File: config.mk
export PLATFORM = sky130hd
export DESIGN_NAME = pinmux_bank
export DESIGN_NICKNAME = d
export VERILOG_FILES = /design/src/rtl/pinmux_pkg.sv /design/src/rtl/pinmux_regs.sv /design/src/rtl/pinmux_fn_sel.sv /design/src/rtl/pinmux_route.sv /design/src/rtl/pinmux_bank.sv
export SDC_FILE = /design/constraint.sdc
export NUM_CORES = 1
export LEC_CHECK = 0
export ABC_AREA = 0
export BUFFER_PORTS_ARGS = -buffer_cell sky130_fd_sc_hd__buf_2
export CORE_AREA = 2 2 190 192
export DETAILED_ROUTE_END_ITERATION = 10
export DIE_AREA = 0 0 192 194
export PLACE_DENSITY = 0.72
export SLEW_MARGIN = 10
export SYNTH_ARGS = -nofsm -noshare
export SYNTH_HDL_FRONTEND = slang
export SYNTH_SLANG_ARGS = --single-unit
File: constraint.sdc
create_clock -name clk -period 3.7 [get_ports clk]
set_clock_uncertainty 0.2 [all_clocks]
set_input_delay 0.555 -clock clk [delete_from_list [all_inputs] [get_ports clk]]
set_output_delay 0.555 -clock clk [all_outputs]
set_load 0.03 [all_outputs]
File: src/rtl/pinmux_pkg.sv
package pinmux_pkg;

  typedef enum logic [1:0] {
    FN_A = 2'd0,
    FN_B = 2'd1,
    FN_C = 2'd2,
    FN_D = 2'd3
  } fn_code_e;

  localparam int OFS_W = 9;

  localparam logic [OFS_W-1:0] OFS_OWN_SET  = 9'h000;
  localparam logic [OFS_W-1:0] OFS_OWN_CLR  = 9'h004;
  localparam logic [OFS_W-1:0] OFS_OWN_STS  = 9'h008;
  localparam logic [OFS_W-1:0] OFS_DIR_SET  = 9'h010;
  localparam logic [OFS_W-1:0] OFS_DIR_CLR  = 9'h014;
  localparam logic [OFS_W-1:0] OFS_DIR_STS  = 9'h018;
  localparam logic [OFS_W-1:0] OFS_DAT_SET  = 9'h030;
  localparam logic [OFS_W-1:0] OFS_DAT_CLR  = 9'h034;
  localparam logic [OFS_W-1:0] OFS_DAT_STS  = 9'h038;
  localparam logic [OFS_W-1:0] OFS_PU_CLR   = 9'h060;
  localparam logic [OFS_W-1:0] OFS_PU_SET   = 9'h064;
  localparam logic [OFS_W-1:0] OFS_PU_STS   = 9'h068;
  localparam logic [OFS_W-1:0] OFS_SEL_LO   = 9'h070;
  localparam logic [OFS_W-1:0] OFS_SEL_HI   = 9'h074;
  localparam logic [OFS_W-1:0] OFS_PD_CLR   = 9'h090;
  localparam logic [OFS_W-1:0] OFS_PD_SET   = 9'h094;
  localparam logic [OFS_W-1:0] OFS_PD_STS   = 9'h098;
  localparam logic [OFS_W-1:0] OFS_SCHMITT  = 9'h100;

endpackage

File: src/rtl/pinmux_regs.sv
module pinmux_regs
  import pinmux_pkg::*;
#(
  parameter int NPINS = 32,
  parameter int DW    = 32,
  parameter int AW    = 9
) (
  input  logic             clk,
  input  logic             rst_n,
  input  logic             bus_wr,
  input  logic             bus_rd,
  input  logic [AW-1:0]    bus_addr,
  input  logic [DW-1:0]    bus_wdata,
  output logic [DW-1:0]    bus_rdata,
  output logic             bus_rvalid,
  output logic [NPINS-1:0] own_gpio,
  output logic [NPINS-1:0] gpio_dout,
  output logic [NPINS-1:0] gpio_dir,
  output logic [NPINS-1:0] sel_lo,
  output logic [NPINS-1:0] sel_hi,
  output logic [NPINS-1:0] pull_up,
  output logic [NPINS-1:0] pull_dn,
  output logic [NPINS-1:0] st_dis
);

  logic [NPINS-1:0] wbits;
  logic [DW-1:0]    rd_val;

  assign wbits = bus_wdata[NPINS-1:0];

  always_ff @(posedge clk or negedge rst_n) begin
    if (!rst_n) begin
      own_gpio  <= '1;
      gpio_dout <= '0;
      gpio_dir  <= '0;
      sel_lo    <= '0;
      sel_hi    <= '0;
      pull_up   <= '1;
      pull_dn   <= '0;
      st_dis    <= '0;
    end else if (bus_wr) begin
      case (bus_addr)
        AW'(OFS_OWN_SET): own_gpio  <= own_gpio | wbits;
        AW'(OFS_OWN_CLR): own_gpio  <= own_gpio & ~wbits;
        AW'(OFS_DIR_SET): gpio_dir  <= gpio_dir | wbits;
        AW'(OFS_DIR_CLR): gpio_dir  <= gpio_dir & ~wbits;
        AW'(OFS_DAT_SET): gpio_dout <= gpio_dout | wbits;
        AW'(OFS_DAT_CLR): gpio_dout <= gpio_dout & ~wbits;
        AW'(OFS_PU_CLR):  pull_up   <= pull_up & ~wbits;
        AW'(OFS_PU_SET): begin
          pull_up <= pull_up | wbits;
          pull_dn <= pull_dn & ~wbits;
        end
        AW'(OFS_PD_CLR):  pull_dn   <= pull_dn & ~wbits;
        AW'(OFS_PD_SET): begin
          pull_dn <= pull_dn | wbits;
          pull_up <= pull_up & ~wbits;
        end
        AW'(OFS_SEL_LO):  sel_lo    <= wbits;
        AW'(OFS_SEL_HI):  sel_hi    <= wbits;
        AW'(OFS_SCHMITT): st_dis    <= wbits;
        default: ;
      endcase
    end
  end

  always_comb begin
    rd_val = '0;
    case (bus_addr)
      AW'(OFS_OWN_STS): rd_val = DW'(own_gpio);
      AW'(OFS_DIR_STS): rd_val = DW'(gpio_dir);
      AW'(OFS_DAT_STS): rd_val = DW'(gpio_dout);
      AW'(OFS_PU_STS):  rd_val = DW'(pull_up);
      AW'(OFS_PD_STS):  rd_val = DW'(pull_dn);
      AW'(OFS_SEL_LO):  rd_val = DW'(sel_lo);
      AW'(OFS_SEL_HI):  rd_val = DW'(sel_hi);
      AW'(OFS_SCHMITT): rd_val = DW'(st_dis);
      default:          rd_val = '0;
    endcase
  end

  always_ff @(posedge clk or negedge rst_n) begin
    if (!rst_n) begin
      bus_rdata  <= '0;
      bus_rvalid <= 1'b0;
    end else begin
      bus_rvalid <= bus_rd;
      bus_rdata  <= bus_rd ? rd_val : '0;
    end
  end

endmodule

File: src/rtl/pinmux_fn_sel.sv
module pinmux_fn_sel
  import pinmux_pkg::*;
#(
  parameter int NFN = 4
) (
  input  logic           own_gpio,
  input  logic [1:0]     code,
  input  logic [NFN-1:0] fn_out,
  input  logic [NFN-1:0] fn_oe,
  input  logic           gpio_out,
  input  logic           gpio_oe,
  output logic           pin_out,
  output logic           pin_oe
);

  fn_code_e sel;
  logic     per_o;
  logic     per_e;

  assign sel = fn_code_e'(code);

  always_comb begin
    unique case (sel)
      FN_A: begin per_o = fn_out[0]; per_e = fn_oe[0]; end
      FN_B: begin per_o = fn_out[1]; per_e = fn_oe[1]; end
      FN_C: begin per_o = fn_out[2]; per_e = fn_oe[2]; end
      default: begin per_o = fn_out[3]; per_e = fn_oe[3]; end
    endcase
  end

  assign pin_out = own_gpio ? gpio_out : per_o;
  assign pin_oe  = own_gpio ? gpio_oe  : per_e;

endmodule

File: src/rtl/pinmux_route.sv
module pinmux_route #(
  parameter int NPINS = 32
) (
  input  logic [NPINS-1:0] own_gpio,
  input  logic [NPINS-1:0] sel_lo,
  input  logic [NPINS-1:0] sel_hi,
  input  logic [NPINS-1:0] gpio_dout,
  input  logic [NPINS-1:0] gpio_dir,
  input  logic [NPINS-1:0] per_a_out,
  input  logic [NPINS-1:0] per_a_oe,
  input  logic [NPINS-1:0] per_b_out,
  input  logic [NPINS-1:0] per_b_oe,
  input  logic [NPINS-1:0] per_c_out,
  input  logic [NPINS-1:0] per_c_oe,
  input  logic [NPINS-1:0] per_d_out,
  input  logic [NPINS-1:0] per_d_oe,
  output logic [NPINS-1:0] pad_out,
  output logic [NPINS-1:0] pad_oe
);

  localparam int NFN = 4;

  for (genvar p = 0; p < NPINS; p++) begin : g_pin
    logic [NFN-1:0] fo;
    logic [NFN-1:0] fe;
    assign fo = {per_d_out[p], per_c_out[p], per_b_out[p], per_a_out[p]};
    assign fe = {per_d_oe[p],  per_c_oe[p],  per_b_oe[p],  per_a_oe[p]};

    pinmux_fn_sel #(.NFN(NFN)) u_sel (
      .own_gpio (own_gpio[p]),
      .code     ({sel_hi[p], sel_lo[p]}),
      .fn_out   (fo),
      .fn_oe    (fe),
      .gpio_out (gpio_dout[p]),
      .gpio_oe  (gpio_dir[p]),
      .pin_out  (pad_out[p]),
      .pin_oe   (pad_oe[p])
    );
  end

endmodule

File: src/rtl/pinmux_bank.sv
module pinmux_bank #(
  parameter int NPINS = 32,
  parameter int DW    = 32,
  parameter int AW    = 9
) (
  input  logic             clk,
  input  logic             rst_n,
  input  logic             bus_wr,
  input  logic             bus_rd,
  input  logic [AW-1:0]    bus_addr,
  input  logic [DW-1:0]    bus_wdata,
  output logic [DW-1:0]    bus_rdata,
  output logic             bus_rvalid,
  input  logic [NPINS-1:0] per_a_out,
  input  logic [NPINS-1:0] per_a_oe,
  input  logic [NPINS-1:0] per_b_out,
  input  logic [NPINS-1:0] per_b_oe,
  input  logic [NPINS-1:0] per_c_out,
  input  logic [NPINS-1:0] per_c_oe,
  input  logic [NPINS-1:0] per_d_out,
  input  logic [NPINS-1:0] per_d_oe,
  output logic [NPINS-1:0] pad_out,
  output logic [NPINS-1:0] pad_oe,
  output logic [NPINS-1:0] pad_pu,
  output logic [NPINS-1:0] pad_pd,
  output logic [NPINS-1:0] pad_schmitt_dis
);

  logic [NPINS-1:0] own_gpio;
  logic [NPINS-1:0] gpio_dout;
  logic [NPINS-1:0] gpio_dir;
  logic [NPINS-1:0] sel_lo;
  logic [NPINS-1:0] sel_hi;

  pinmux_regs #(.NPINS(NPINS), .DW(DW), .AW(AW)) u_regs (
    .clk        (clk),
    .rst_n      (rst_n),
    .bus_wr     (bus_wr),
    .bus_rd     (bus_rd),
    .bus_addr   (bus_addr),
    .bus_wdata  (bus_wdata),
    .bus_rdata  (bus_rdata),
    .bus_rvalid (bus_rvalid),
    .own_gpio   (own_gpio),
    .gpio_dout  (gpio_dout),
    .gpio_dir   (gpio_dir),
    .sel_lo     (sel_lo),
    .sel_hi     (sel_hi),
    .pull_up    (pad_pu),
    .pull_dn    (pad_pd),
    .st_dis     (pad_schmitt_dis)
  );

  pinmux_route #(.NPINS(NPINS)) u_route (
    .own_gpio  (own_gpio),
    .sel_lo    (sel_lo),
    .sel_hi    (sel_hi),
    .gpio_dout (gpio_dout),
    .gpio_dir  (gpio_dir),
    .per_a_out (per_a_out),
    .per_a_oe  (per_a_oe),
    .per_b_out (per_b_out),
    .per_b_oe  (per_b_oe),
    .per_c_out (per_c_out),
    .per_c_oe  (per_c_oe),
    .per_d_out (per_d_out),
    .per_d_oe  (per_d_oe),
    .pad_out   (pad_out),
    .pad_oe    (pad_oe)
  );

endmodule

==> impl_metrics.yaml <==
synthesis:
  synth_area_mm2: 0.0159
  synthDistinctLibCells: 58
  yosysSeqAreaShare_pct: 45.9
  synthArstFlopShare_pct: 100
  ys_warn_count: 0
  synth_nets: 1679
  synth_edf_count: 0
  syn-instance-count: 1378
  ys_ff_latch: 289
  ys.flop_type: "dfrtp_1"
  avgSynthCellArea_um2: 11.6
routing:
  antenna_left: 0
  drc: 0
  drt_wl_total_um: 59500
  vias: 14200
  initialDrtViolationCount: 1310
  first_pass_iters: 5
  viasPerCell: 6.32
  wl_per_cell_um: 26.5
finish:
  fin_area_mm2: 0.0197
  final_cells: 2242
  post-route-util_pct: 56.0
  layout.nets: 2057
  drive_gt1_share_pct: 53.0
  area_growth_pct: 23.8
power:
  power-per-cell-area_mw_per_mm2: 390
  peakVddDrop_mv: 0.325
  p_leak_nw: 9.13
cts:
  cts_setup_buffers: 0
  holdBufCountCts: 2
  htreeDepth: 1
  cts-resized-gates: 0
  cts_tree: "yes"
  clockBufferDepth: 3
  clk_latency_ns: 0.55
  cts-root-buf: "clkbuf_16"
  cts_inserted_buffers: 31
  cts.sinks: 289
  clk_pin_slew_ns: 0.06
timing:
  drv_slew: 0
  post-route-min-period_ns: 2.78
  rsz0062_at_grt: "no"
  max_slew_margin_pct: 31.1
  worstMarginPinSlew_ns: 1.03
  hold_viol: 0
  finalSetupTns_ns: 0
  timing.fmax_ghz: 0.360
  timing.hold.ws_ns: 0.0873
  setup_viol: 0
  period_share_pct: 75.1
die:
  io_pins: 494
  die_w_um: 192
  start_util_pct: 45.3
  dieHeight_um: 194
  num_rows: 69
  die_area_mm2: 0.0372
  core-area_mm2: 0.0352
setup_path:
  worstSetupPathType: "flop to primary output"
  crit_fanout: 4
  worst_setup_path_end_kind: "primary output"
  critPathArrivalTime_ns: 2.02
  start_kind: "flop"
  crit_required_ns: 2.94
grt:
  first_global_vias: 14200
  grt_start_max_net_pins: 82
  grtUsageTotal_pct: 31.3
  grt_use_met1_pct: 40.1
  grt.busiest_layer: "met2"
  grt_antenna_before_repair: 1
  grt_util_met3_pct: 6.37
  grt_pass1_wl_um: 87700
  grtUsageMet2_pct: 51.8
  overflow: 0
min_path:
  hold_class: "input pin to flop"
run:
  cap_violations: 0
placement:
  placedCellCount: 2182
  hpwl_um: 41900
  place_area_mm2: 0.0186
  io_buffer_count: 493
  place_congestion: 0.862
outcome:
  status: "finished clean"
-- cells by family after synthesis --
logic type	count (synthesis)	synth area share, %
compound gates	413	16.1
simple gates	170	6.30
flops	289	45.9
buf+inv	213	6.62
mux	293	25.1
-- cell type report --
class | instances | area, um^2
Clock inverter | 10 | 229
Tap cell | 461 | 577
Antenna cell | 2 | 5.00
Inverter | 11 | 41.3
Clock buffer | 46 | 882
Multi-Input combinational cell | 876 | 7710
Sequential cell | 289 | 7310
Fill cell | 3034 | 15500
Timing Repair Buffer | 547 | 2980
-- Yosys cell counts (4+ instances only) --
cell	count	area, um^2
buf_4	64	480
buf_1	12	45.0
o32ai_1	8	70.1
dfrtp_1	225	5630
a31oi_1	118	738
a22o_1	17	149
o21ai_0	18	90.1
nand3_1	74	370
or2_2	5	31.3
nor2_1	8	30.0
inv_1	11	41.3
mux2i_1	19	190
a31o_2	8	70.1
mux2_1	30	338
clkbuf_1	114	428
buf_2	12	60.1
a32o_1	14	140
mux2_2	180	2030
nor4_1	4	25.0
dfstp_2	64	1680
nand2_1	17	63.8
a21oi_1	169	846
mux4_2	64	1440
nor2b_1	5	31.3
and3_1	25	156
a22oi_1	40	300
a21o_1	7	52.6
-- layer usage --
metal	share of wire (%)	wire length, um
met5	0.022	13
met4	4.5	2700
met3	9.3	5520
met2	48	28600
met1	38	22600
-- per-stage QoR --
stage | power, mW | setup WS [ns]
final | 7.70 | 0.923
after global routing | 7.91 | 0.859
after CTS | 7.73 | 0.905
after detailed placement | 4.35 | 0.545
after global placement | 4.32 | 0.612
after floorplan | 3.95 | 1.07
-- worst max-delay path: stages, from the launching register on --
cell and delay (ns):
dfrtp_1 0.46, mux4_2 0.53, mux2_2 0.29, buf_2 0.18
-- layout by cell type, fill, tap and decap left out, types with 3 or more instances in the layout --
| cell type | synthesis | final |
|---|---|---|
| o21ai_0 | 18 | 18 |
| buf_2 | 12 | 491 |
| nor2_4 | 0 | 3 |
| nand2b_1 | 3 | 3 |
| clkbuf_1 | 114 | 10 |
| clkbuf_16 | 0 | 31 |
| inv_1 | 11 | 11 |
| nor2_1 | 8 | 5 |
| mux4_2 | 64 | 64 |
| a31oi_1 | 118 | 118 |
| dfrtp_1 | 225 | 225 |
| nor2b_1 | 5 | 5 |
| buf_12 | 0 | 7 |
| a21o_1 | 7 | 7 |
| buf_4 | 64 | 46 |
| dfstp_2 | 64 | 64 |
| clkbuf_8 | 0 | 5 |
| nor4_2 | 1 | 4 |
| nand2_1 | 17 | 17 |
| a31o_2 | 8 | 8 |
| nand3_1 | 74 | 74 |
| a21oi_1 | 169 | 169 |
| mux2_2 | 180 | 180 |
| mux2_1 | 30 | 30 |
| bufinv_16 | 0 | 7 |
| o32ai_1 | 8 | 8 |
| mux2i_1 | 19 | 19 |
| a22oi_1 | 40 | 40 |
| and3_1 | 25 | 23 |
| or2_2 | 5 | 5 |
| o22a_1 | 3 | 3 |
| or3b_2 | 3 | 3 |
| a22o_1 | 17 | 17 |
| a32o_1 | 14 | 13 |
-- power by group --
group / internal [mW] / leakage [nW] / switching [mW] / total, mW
Clock: 2.12 / 0.541 / 1.28 / 3.40
Combinational: 0.390 / 4.81 / 0.532 / 0.923
Sequential: 3.27 / 3.78 / 0.106 / 3.38
-- path summary, 6_finish.rpt --
check | start | end | slack (ns) | cells past startpoint
max | u_regs.sel_lo[3]$_DFFE_PN0P_ | pad_out[3] | 0.92 | 3
min | bus_wdata[28] | flop | 0.09 | 2
max reg2reg | flop | u_regs.bus_rdata[26]$_DFF_PN0_ | 2.20 | 4
min reg2reg | flop | flop | 0.32 | 2
max in group asynchronous | rst_n | async pin | 2.01 | 3
min in group asynchronous | rst_n | u_regs.sel_lo[21]$_DFFE_PN0P_ | 0.39 | 2
Note: power is estimated with default switching activity, not from simulation.
